`src/rtl/irq_cell_pkg.sv`:
```
package irq_cell_pkg;
  typedef enum logic {TRIG_LEVEL = 1'b0, TRIG_EDGE = 1'b1} trig_mode_e;
  localparam int unsigned SYNC_STAGES = 2;
endpackage

```
`src/rtl/irq_sync.sv`:
```
module irq_sync #(
  parameter int unsigned STAGES = 2
) (
  input  logic clk,
  input  logic rst_n,
  input  logic d_i,
  output logic q_o
);
  logic [STAGES-1:0] chain_q;

  generate
    for (genvar g = 0; g < STAGES; g++) begin : g_stage
      if (g == 0) begin : g_first
        always_ff @(posedge clk or negedge rst_n) begin
          if (!rst_n) chain_q[g] <= 1'b0;
          else        chain_q[g] <= d_i;
        end
      end else begin : g_next
        always_ff @(posedge clk or negedge rst_n) begin
          if (!rst_n) chain_q[g] <= 1'b0;
          else        chain_q[g] <= chain_q[g-1];
        end
      end
    end
  endgenerate

  assign q_o = chain_q[STAGES-1];
endmodule

```
`src/rtl/irq_arm_latch.sv`:
```
module irq_arm_latch (
  input  logic clk,
  input  logic rst_n,
  input  logic mclr_i,
  input  logic set_isr_i,
  input  logic line_i,
  output logic armed_o
);
  // Priority: master clear arms, in-service disarms, a low line re-arms.
  always_ff @(posedge clk or negedge rst_n) begin
    if (!rst_n)         armed_o <= 1'b1;
    else if (mclr_i)    armed_o <= 1'b1;
    else if (set_isr_i) armed_o <= 1'b0;
    else if (!line_i)   armed_o <= 1'b1;
  end
endmodule

```
`src/rtl/irq_req_latch.sv`:
```
module irq_req_latch
  import irq_cell_pkg::*;
(
  input  logic       clk,
  input  logic       rst_n,
  input  logic       mclr_i,
  input  logic       freeze_i,
  input  trig_mode_e mode_i,
  input  logic       line_i,
  input  logic       armed_i,
  output logic       req_o
);
  logic gate_d;

  always_comb begin
    unique case (mode_i)
      TRIG_EDGE:  gate_d = line_i & armed_i;
      TRIG_LEVEL: gate_d = line_i;
      default:    gate_d = 1'b0;
    endcase
  end

  always_ff @(posedge clk or negedge rst_n) begin
    if (!rst_n)         req_o <= 1'b0;
    else if (mclr_i)    req_o <= 1'b0;
    else if (!freeze_i) req_o <= gate_d;
  end
endmodule

```
`src/rtl/irq_prio_cell.sv`:
```
module irq_prio_cell
  import irq_cell_pkg::*;
#(
  parameter int unsigned SYNC_DEPTH = SYNC_STAGES
) (
  input  logic clk,
  input  logic rst_n,
  input  logic irq_raw_i,
  input  logic edge_mode_i,
  input  logic mclr_i,
  input  logic freeze_i,
  input  logic set_isr_i,
  input  logic mask_we_i,
  input  logic mask_d_i,
  output logic req_latched_o,
  output logic req_pr_o,
  output logic in_service_o,
  output logic mask_o
);
  logic       line_s;
  logic       armed;
  trig_mode_e mode;

  assign mode = edge_mode_i ? TRIG_EDGE : TRIG_LEVEL;

  irq_sync #(.STAGES(SYNC_DEPTH)) u_sync (
    .clk(clk), .rst_n(rst_n), .d_i(irq_raw_i), .q_o(line_s)
  );

  irq_arm_latch u_arm (
    .clk(clk), .rst_n(rst_n), .mclr_i(mclr_i), .set_isr_i(set_isr_i),
    .line_i(line_s), .armed_o(armed)
  );

  irq_req_latch u_req (
    .clk(clk), .rst_n(rst_n), .mclr_i(mclr_i), .freeze_i(freeze_i),
    .mode_i(mode), .line_i(line_s), .armed_i(armed), .req_o(req_latched_o)
  );

  always_ff @(posedge clk or negedge rst_n) begin
    if (!rst_n)         in_service_o <= 1'b0;
    else if (mclr_i)    in_service_o <= 1'b0;
    else if (set_isr_i) in_service_o <= 1'b1;
  end

  always_ff @(posedge clk or negedge rst_n) begin
    if (!rst_n)         mask_o <= 1'b0;
    else if (mclr_i)    mask_o <= 1'b0;
    else if (mask_we_i) mask_o <= mask_d_i;
  end

  assign req_pr_o = req_latched_o & ~mask_o;
endmodule

```
`config.mk`:
```
export PLATFORM = sky130hd
export DESIGN_NAME = irq_prio_cell
export DESIGN_NICKNAME = d
export VERILOG_FILES = /design/src/rtl/irq_cell_pkg.sv /design/src/rtl/irq_sync.sv /design/src/rtl/irq_arm_latch.sv /design/src/rtl/irq_req_latch.sv /design/src/rtl/irq_prio_cell.sv
export SDC_FILE = /design/constraint.sdc
export NUM_CORES = 1
export LEC_CHECK = 0
export ABC_AREA = 1
export BUFFER_PORTS_ARGS = -buffer_cell sky130_fd_sc_hd__clkbuf_2
export CAP_MARGIN = 0
export CORE_AREA = 2 2 39 41
export DETAILED_ROUTE_END_ITERATION = 8
export DIE_AREA = 0 0 41 43
export GPL_TIMING_DRIVEN = 0
export PLACE_DENSITY = 0.42
export REMOVE_ABC_BUFFERS = 1
export SLEW_MARGIN = 25
export SYNTH_ARGS = -nofsm -noshare
export SYNTH_HDL_FRONTEND = slang
export SYNTH_SLANG_ARGS = --single-unit
```
`constraint.sdc`:
```
create_clock -name clk -period 1.1 [get_ports clk]
set_input_delay 0.165 -clock clk [delete_from_list [all_inputs] [get_ports clk]]
set_output_delay 0.165 -clock clk [all_outputs]
set_load 0.01 [all_outputs]
```
==> results of run 1 <==
==> layer usage <==
| metal | track usage (%) | share of wire [%] | vias up |
|---|---|---|---|
| met3 | 7.85 | 14 | 0 |
| met5 | 0 | 0 | - |
| met1 | 6.89 | 46 | 79 |
| met4 | 2.00 | 0 | 0 |
| li1 | - | - | 107 |
| met2 | 7.50 | 39 | 13 |
==> stage by stage <==
stage	hold WS, ns	worst slack [ns]	power (mW)
floorplan	-0.131	0.308	0.269
global placement	0.00236	0.281	0.302
global route	0.0250	0.00551	0.559
CTS	0.0253	0.0481	0.532
detailed placement	0.00372	0.282	0.302
finish	0.0344	0.0735	0.522
==> power by group <==
group / leakage (nW) / internal [mW] / switching, mW
registers: 0.0724 / 0.236 / 0.00618
clock network: 0.0150 / 0.138 / 0.0818
logic: 0.116 / 0.0301 / 0.0304
total: 0.203 / 0.404 / 0.118
==> cell families (layout without fill, tap and decap cells) <==
kind of cell,count (synthesis),in the layout,share of synthesized area (%)
buffers and inverters,6,24,9.89
flip-flops,6,6,66.5
AO/OA/AOI/OAI,4,4,10.4
AND/OR/NAND/NOR,8,8,13.2
==> worst max-delay path: cells and delay by family (launching register included) <==
kind / cells / cell delay [ns]
DFF: 1 / 0.38
buffers and inverters: 1 / 0.13
and+or+nand+nor: 1 / 0.10
==> area by class of cell <==
class	count	area [um^2]
fillers	151	1030
flip-flops and latches	6	151
repair buffers	14	77.6
multi-input cells	12	53.8
clock buffers	4	26.3
inverters	6	22.5
well taps	16	20.0
==> flip-flops by register name (all words and copies together) (netlist names) <==
name and cells:
u_sync.q_o 1, mask_o 1, u_arm.armed_o 1, u_sync.chain_q 1, u_req.req_o 1, in_service_o 1
==> final timing paths <==
check	end	slack [ns]	cells after the start
max	req_pr_o	0.07	2
min	u_sync.chain_q[0]	0.03	1
max reg2reg	u_req.req_o	0.29	4
min reg2reg	u_sync.q_o	0.33	0
max in group asynchronous	u_arm.armed_o	0.57	2
min in group asynchronous	u_sync.q_o	0.29	2
==> cell usage in the layout, fill, tap and decap left out <==
cell	n
nand2_1	4
a21oi_1	1
nor2_1	4
clkbuf_1	1
buf_4	1
o21ai_1	1
clkbuf_4	3
o21ai_0	1
dfstp_2	1
clkbuf_2	12
a21oi_2	1
inv_1	6
dfrtp_1	5
dlygate4sd3_1	1
==> what timing repair did <==
item,CTS,global route
setup endpoints to repair,0,1
endpoints found under the hold margin,6,0
buffers inserted,0,1
hold buffers,1,0
==> results.sh, run 1 <==
export IMPL_die_y_um=43
export IMPL_cp_max_fo=3
export IMPL_yosysSeqAreaShare_pct=66.5
export IMPL_rows=14
export IMPL_relSlewSlack_pct=89.3
export IMPL_first_pass_iters=1
export IMPL_status="finished clean"
export IMPL_min_delay_start="irq_raw_i"
export IMPL_clock_latency_ns=0.24
export IMPL_first_iter_violations=0
export IMPL_ys_seq_elements=6
export IMPL_crit_slowest_cell="dfrtp_1"
export IMPL_antenna_found_initial=0
export IMPL_drive_above_1_share_pct=42.9
export IMPL_layout_nets=52
export IMPL_post_route_period_util_pct=93.3
export IMPL_cts_tree="yes"
export IMPL_stdcell_area_um2=352
export IMPL_worst_ep_required_time_ns=0.94
export IMPL_max_freq_mhz=974
export IMPL_track_usage_pct=6.36
export IMPL_drc=0
export IMPL_syn_inst=24
export IMPL_slew_viol_final=0
export IMPL_period_needed_ns=1.03
export IMPL_start_kind="flip-flop"
export IMPL_gp_congestion=0.624
export IMPL_synth_area_leaders="dfrtp_1 (55%), dfstp_2 (12%), inv_1 (9.9%), nand2_1 (6.6%), nor2_1 (6.6%)"
export IMPL_grt_pass1_vias=182
export IMPL_r2r_start="u_arm.armed_o"
export IMPL_synth_edff_count=0
export IMPL_synth_flop_cell="dfrtp_1"
export IMPL_numCtsBuffers=3
export IMPL_worstPathArrival_ns=0.86
export IMPL_ant_nets=0
export IMPL_rsz0062_at_grt="false"
export IMPL_fin_tns_setup_ns=0
export IMPL_synth_top_cell_by_area="dfrtp_1"
export IMPL_synth_top_cells_by_count="inv_1 (6), dfrtp_1 (5), nand2_1 (4), nor2_1 (4)"
export IMPL_cts_resized=0
export IMPL_setup_viol=0
export IMPL_synth_top_cell_area_share_pct=54.9
export IMPL_dpl_cell_area_um2=308
export IMPL_crit_start="mask_o"
export IMPL_ioPinCount=13
export IMPL_synthArstFlopShare_pct=100
export IMPL_hpwl_um=333
export IMPL_cts_root_buffer="clkbuf_4"
export IMPL_dieArea_um2=1760
export IMPL_slowest_delay_ns=0.38
export IMPL_min_path_type="in -> reg"
export IMPL_max_cap_violations=0
export IMPL_area_growth_pct=54.4
export IMPL_cts_buffer_depth=2
export IMPL_cts_sinks=6
export IMPL_clkTransAtPathRegs_ns=0.05
export IMPL_grt_pass1_wl_um=676
export IMPL_finalWirelength_um=426
export IMPL_fin_util_pct=25.4
export IMPL_cellPowerDensity_nw_per_um2=1490
export IMPL_h_tree_depth=1
export IMPL_die_x_um=41
export IMPL_dp_cells=52
export IMPL_synth_most_common_cell="inv_1"
export IMPL_drt_vias_per_instance=3.43
export IMPL_antenna_cells=0
export IMPL_leakage_nw=0.203
export IMPL_end_kind="primary output"
export IMPL_finalHoldViolations=0
export IMPL_start_util_pct=16.5
export IMPL_worstSetupPathType="reg -> out"
export IMPL_grt_ovfl_total=0
export IMPL_io_buffers=12
export IMPL_synth_avg_cell_area_um2=9.49
export IMPL_yosysWarnings=0
export IMPL_final_cells=58
export IMPL_worst_pin_slew_ns=0.161
export IMPL_grt_max_degree=7
export IMPL_netlist_area_um2=228
export IMPL_synth_cell_types=9
export IMPL_vias=199
export IMPL_wire_per_inst_um=7.34
export IMPL_core_um2=1380
export IMPL_skew_ns=0.00779
export IMPL_cp_cell_sequence="nor2_1 > clkbuf_2"
export IMPL_ir_drop_v=0.000531
(Power assumes the default switching activity.)
==> run 2: changes to the inputs <==
--- a/config.mk
+++ b/config.mk
@@ -5,14 +5,13 @@
 export SDC_FILE = /design/constraint.sdc
 export NUM_CORES = 1
 export LEC_CHECK = 0
-export ABC_AREA = 1
 export BUFFER_PORTS_ARGS = -buffer_cell sky130_fd_sc_hd__clkbuf_2
 export CAP_MARGIN = 0
 export CORE_AREA = 2 2 39 41
 export DETAILED_ROUTE_END_ITERATION = 8
 export DIE_AREA = 0 0 41 43
 export GPL_TIMING_DRIVEN = 0
-export PLACE_DENSITY = 0.42
+export PLACE_DENSITY = 0.41
 export REMOVE_ABC_BUFFERS = 1
 export SLEW_MARGIN = 25
 export SYNTH_ARGS = -nofsm -noshare
==> run 2 against run 1 <==
Compared with the run above: core utilization shrank 0.45 points; global-route usage is essentially flat; clock skew shrank 0.0030 ns; flip-flop and latch count is the same.
==> results.sh, run 2 <==
export IMPL_cp_max_fo=2
export IMPL_max_cap_violations=0
export IMPL_hpwl_um=358
export IMPL_fin_tns_setup_ns=0
export IMPL_yosysSeqAreaShare_pct=69.1
export IMPL_first_iter_violations=0
export IMPL_grt_pass1_wl_um=669
export IMPL_io_buffers=12
export IMPL_synth_avg_cell_area_um2=12.9
export IMPL_pwr_share_seq_pct=46.6
export IMPL_grt_ovfl_total=0
export IMPL_combPwrFrac_pct=10.6
export IMPL_rows=14
export IMPL_drive_above_1_share_pct=54.3
export IMPL_max_freq_mhz=961
export IMPL_rsz0062_at_grt="false"
export IMPL_synth_cell_types=10
export IMPL_finalWirelength_um=457
export IMPL_synth_most_common_cell="dfrtp_1"
export IMPL_leakage_nw=0.175
export IMPL_area_growth_pct=57.7
export IMPL_die_y_um=43
export IMPL_layout_commonest_cell="clkbuf_2"
export IMPL_layout_nets=45
export IMPL_yosysWarnings=0
export IMPL_core_um2=1380
export IMPL_synthArstFlopShare_pct=100
export IMPL_ioPinCount=13
export IMPL_p_total_mw=0.518
export IMPL_post_route_period_util_pct=94.6
export IMPL_skew_ns=0.00477
export IMPL_reg2regPathDepth=3
export IMPL_worst_ep_required_time_ns=0.94
export IMPL_antenna_cells=0
export IMPL_min_path_type="in -> reg"
export IMPL_synth_top_cell_area_share_pct=57.1
export IMPL_status="finished clean"
export IMPL_cts_buffer_depth=2
export IMPL_syn_inst=17
export IMPL_synth_edff_count=0
export IMPL_gp_congestion=0.533
export IMPL_drc=0
export IMPL_cellPowerDensity_nw_per_um2=1500
export IMPL_relSlewSlack_pct=90.9
export IMPL_numCtsBuffers=3
export IMPL_setup_viol=0
export IMPL_p_sw_share_pct=22.2
export IMPL_wire_per_inst_um=8.96
export IMPL_min_path_cells=1
export IMPL_cts_root_buffer="clkbuf_4"
export IMPL_track_usage_pct=6.38
export IMPL_finalHoldViolations=0
export IMPL_worstSetupPathType="reg -> out"
export IMPL_ys_seq_elements=6
export IMPL_fin_util_pct=25.0
export IMPL_grt_max_degree=7
export IMPL_synth_top_cell_by_area="dfrtp_1"
export IMPL_start_kind="flip-flop"
export IMPL_h_tree_depth=1
export IMPL_synth_area_leaders="dfrtp_1 (57%), dfstp_2 (12%), nor2b_1 (5.7%), nor2_1 (5.1%), mux2i_1 (4.6%)"
export IMPL_drt_vias_per_instance=3.67
export IMPL_intPower_mw=0.403
export IMPL_cts_tree="yes"
export IMPL_start_util_pct=15.8
export IMPL_worst_pin_slew_ns=0.133
export IMPL_ant_nets=0
export IMPL_antenna_found_initial=0
export IMPL_netlist_area_um2=219
export IMPL_cts_sinks=6
export IMPL_grt_pass1_vias=164
export IMPL_end_kind="primary output"
export IMPL_synth_flop_cell="dfrtp_1"
export IMPL_die_x_um=41
export IMPL_clock_latency_ns=0.24
export IMPL_clkTransAtPathRegs_ns=0.05
export IMPL_ir_drop_v=0.000561
export IMPL_final_cell_mix="clkbuf_2 (12), dfrtp_1 (5), nor2_1 (3), clkbuf_4 (3)"
export IMPL_synth_top_cells_by_count="dfrtp_1 (5), nor2_1 (3), nor2b_1 (2)"
export IMPL_dieArea_um2=1760
export IMPL_p_sw_mw=0.115
export IMPL_slew_viol_final=0
export IMPL_worstPathArrival_ns=0.88
export IMPL_num_fill_cells=153
export IMPL_period_needed_ns=1.04
export IMPL_vias=187
export IMPL_first_pass_iters=1
export IMPL_p_clk_share_pct=42.8
## run 2: final cells by class
class	instances	area (um^2)	share of cell area [%]
flip-flops and latches	6	151	43.8
repair buffers	14	77.6	22.5
multi-input cells	11	70.1	20.3
clock buffers	4	26.3	7.61
well taps	16	20.0	5.80
## run 2: worst paths after layout
path | from | endpoint | slack, ns
setup / recovery | u_req.req_o | req_pr_o | 0.06
hold / removal | irq_raw_i | u_sync.chain_q[0] | 0.02
setup reg to reg | u_arm.armed_o | u_req.req_o | 0.22
hold reg to reg | u_sync.chain_q[0] | u_sync.q_o | 0.35
max in group asynchronous | rst_n | u_arm.armed_o | 0.60
min in group asynchronous | rst_n | in_service_o | 0.27
## run 2: power groups by stage
stage	clock [mW]	combinational [mW]	sequential, mW
floorplan	0	0.0158	0.247
global placement	0	0.0487	0.245
detailed placement	0	0.0496	0.245
CTS	0.235	0.0527	0.242
global route	0.250	0.0621	0.243
finish	0.222	0.0549	0.242
## run 2: cells by family (layout without fill, tap and decap cells)
group	count (synthesis)	count (layout)	share of synthesized area [%]
buffers and inverters	0	18	0
flip-flops	6	6	69.1
multiplexers	1	1	4.57
AND/OR/NAND/NOR	8	8	18.9
AO/OA/AOI/OAI	2	2	7.43
## run 2: timing repair
| item | in CTS | in global routing |
|---|---|---|
| gates resized for setup | 0 | 1 |
| endpoints found under the hold margin | 6 | 0 |
| hold buffers | 1 | 0 |
| endpoints found under the setup margin | 0 | 1 |
| buffers inserted | 0 | 1 |
## run 2: worst max-delay path, cell delays in order (launching register included)
cell and delay (ns):
dfrtp_1 0.37, nor2b_2 0.15, clkbuf_2 0.12
## run 2: layer usage
metal | GRT usage [%] | up-vias | routed length (um)
met5 | 0 | - | 0
met4 | 4.00 | 0 | 0
met3 | 6.81 | 0 | 85
met2 | 7.50 | 15 | 179
met1 | 6.60 | 82 | 192
li1 | - | 90 | -
## run 2: metrics by stage
step / instances / hold WS (ns) / worst slack, ns / area [um^2]
5_1_grt: 51 / 0.0115 / 0.00127 / 345
4_1_cts: 50 / 0.0136 / 0.0143 / 335
3_5_place_dp: 45 / -0.0000655 / 0.234 / 299
2_1_floorplan: 17 / -0.131 / 0.258 / 219
3_3_place_gp: 45 / -0.00680 / 0.235 / 299
6_report: 51 / 0.0223 / 0.0593 / 345
==> run 3: changes to the inputs <==
==> constraint.sdc (replaced) <==
create_clock -name clk -period 1.1 [get_ports clk]
set_input_delay 0.165 -clock clk [delete_from_list [all_inputs] [get_ports clk]]
set_output_delay 0.165 -clock clk [all_outputs]
set_load 0.1 [all_outputs]
==> run 3 against run 2 <==
Compared with the run above: worst setup slack worse by 0.12 ns; critical path depth fell by 1; the run now ends with setup timing left; non-clock buffer count stayed put; core utilization is 2.4 points higher; sequential share of layout area is 3.8 points lower; total power grew 14%; flip-flop and latch count did not move; final cell count unchanged; clock-buffer cell count unchanged; sequential power hardly changed; clock power is essentially flat.
==> results.sh, run 3 (synthesis gave the netlist of run 2 again) <==
export IMPL_status="finished, violations left"
export IMPL_violations="setup timing"
export IMPL_setup_slack_ns=-0.0574
export IMPL_cts_buffer_depth=2
export IMPL_worst_pin_slew_ns=0.300
export IMPL_drive_above_1_share_pct=54.3
export IMPL_wire_per_inst_um=9.27
export IMPL_dieArea_um2=1760
export IMPL_rows=14
export IMPL_die_x_um=41
export IMPL_period_needed_ns=1.16
export IMPL_setup_viol=2
export IMPL_max_freq_mhz=864
export IMPL_start_kind="flip-flop"
export IMPL_cts_tree="yes"
export IMPL_max_cap_violations=0
export IMPL_grt_max_degree=7
export IMPL_met3_usage_pct=6.81
export IMPL_skew_ns=0.00480
export IMPL_min_path_type="in -> reg"
export IMPL_ir_drop_v=0.000577
export IMPL_area_growth_pct=72.6
export IMPL_io_buffers=12
export IMPL_antenna_found_initial=0
export IMPL_cp_buffers_inverters=1
export IMPL_p_clk_share_pct=37.5
export IMPL_finalHoldViolations=0
export IMPL_cp_cell_sequence="clkbuf_4"
export IMPL_busiest_layer="met2"
export IMPL_combPwrFrac_pct=21.4
export IMPL_place_ws_ns=-0.0398
export IMPL_hold_ws_ns=0.0224
export IMPL_ioPinCount=13
export IMPL_die_y_um=43
export IMPL_p_sw_share_pct=29.8
export IMPL_h_tree_depth=1
export IMPL_grt_pass1_wl_um=703
export IMPL_path_delay_family="flip-flops"
export IMPL_grt_ovfl_total=0
export IMPL_core_um2=1380
export IMPL_final_cell_mix="clkbuf_2 (8), dfrtp_1 (5), clkbuf_4 (4)"
export IMPL_layout_nets=45
export IMPL_slew_viol_final=0
export IMPL_start_util_pct=15.8
export IMPL_num_fill_cells=153
export IMPL_clock_latency_ns=0.24
export IMPL_layout_commonest_cell="clkbuf_2"
export IMPL_worstSetupPathType="reg -> out"
export IMPL_vias=190
export IMPL_cellPowerDensity_nw_per_um2=1570
export IMPL_use_met2_pct=8.44
export IMPL_antenna_cells=0
export IMPL_numCtsBuffers=3
export IMPL_intPower_mw=0.415
export IMPL_cts_sinks=6
export IMPL_finalWirelength_um=473
export IMPL_post_route_period_util_pct=105
export IMPL_slowest_delay_ns=0.40
export IMPL_use_met1_pct=6.60
export IMPL_hpwl_um=358
export IMPL_ant_nets=0
export IMPL_p_total_mw=0.592
export IMPL_leakage_nw=0.184
export IMPL_crit_slowest_cell="dfrtp_1"
export IMPL_regArea_um2=151
export IMPL_grt_pass1_vias=170
export IMPL_worstPathArrival_ns=0.99
export IMPL_cp_max_fo=3
export IMPL_first_iter_violations=0
export IMPL_relSlewSlack_pct=80.1
export IMPL_first_pass_iters=1
export IMPL_worst_ep_required_time_ns=0.94
export IMPL_rrSetupSlack_ns=0.23
export IMPL_track_usage_pct=6.68
export IMPL_multi_input_area_um2=75.1
export IMPL_drc=0
export IMPL_end_kind="primary output"
export IMPL_clkTransAtPathRegs_ns=0.05
export IMPL_drt_vias_per_instance=3.73
export IMPL_gp_congestion=0.533
export IMPL_rsz0062_at_grt="true"
export IMPL_cts_root_buffer="clkbuf_4"
export IMPL_pwr_share_seq_pct=41.1
export IMPL_p_sw_mw=0.176
==> run 3: cell types whose count changed in the layout (fill, tap and decap cells not counted) <==
cell / delta
clkbuf_4: +1
clkbuf_16: +1
buf_4: +2
clkbuf_2: -4
nor2b_2: -1
nor2b_4: +1
==> run 3: cell type report <==
type	instances	area share [%]
multi-input cells	11	19.9
well taps	16	5.30
flip-flops and latches	6	40.1
clock buffers	4	6.95
repair buffers	14	27.8
==> run 3: metal layers <==
metal	wire [um]	share of wire, %	vias to the layer above
met5	0	0	-
met1	190	40	85
met4	0	0	0
li1	-	-	90
met3	85	18	0
met2	197	42	15
==> run 3: through the flow <==
stage,TNS (ns),instance area (um^2),utilization [%],instances
2_1_floorplan,-1.79,219,-,17
3_3_place_gp,0,299,21.6,45
3_5_place_dp,-0.0398,299,21.6,45
4_1_cts,-0.166,365,26.4,50
5_1_grt,-0.229,378,27.3,51
6_report,-0.108,378,27.3,51
==> run 3: worst paths after layout <==
kind | end | startpoint | depth (start not counted)
hold reg to reg | u_sync.q_o | u_sync.chain_q[0] | 0
setup / recovery | mask_o | mask_o | 1
hold / removal | u_sync.chain_q[0] | irq_raw_i | 1
max in group asynchronous | u_arm.armed_o | rst_n | 2
setup reg to reg | u_req.req_o | u_arm.armed_o | 3
min in group asynchronous | in_service_o | rst_n | 2
==> run 3: what timing repair did <==
action                     CTS  global route
setup endpoints to repair    4             4
hold endpoints to repair     6             0
resized for setup            7             3
cloned                       0             0
setup buffers                0             1
hold buffers                 1             0
==> run 3: power by group through the flow <==
| stage | registers [mW] | clock network (mW) | logic (mW) |
|---|---|---|---|
| after floorplan | 0.292 | 0 | 0.0290 |
| after global placement | 0.245 | 0 | 0.107 |
| after detailed placement | 0.245 | 0 | 0.108 |
| after CTS | 0.242 | 0.235 | 0.123 |
| after global routing | 0.245 | 0.250 | 0.134 |
| final | 0.243 | 0.222 | 0.127 |
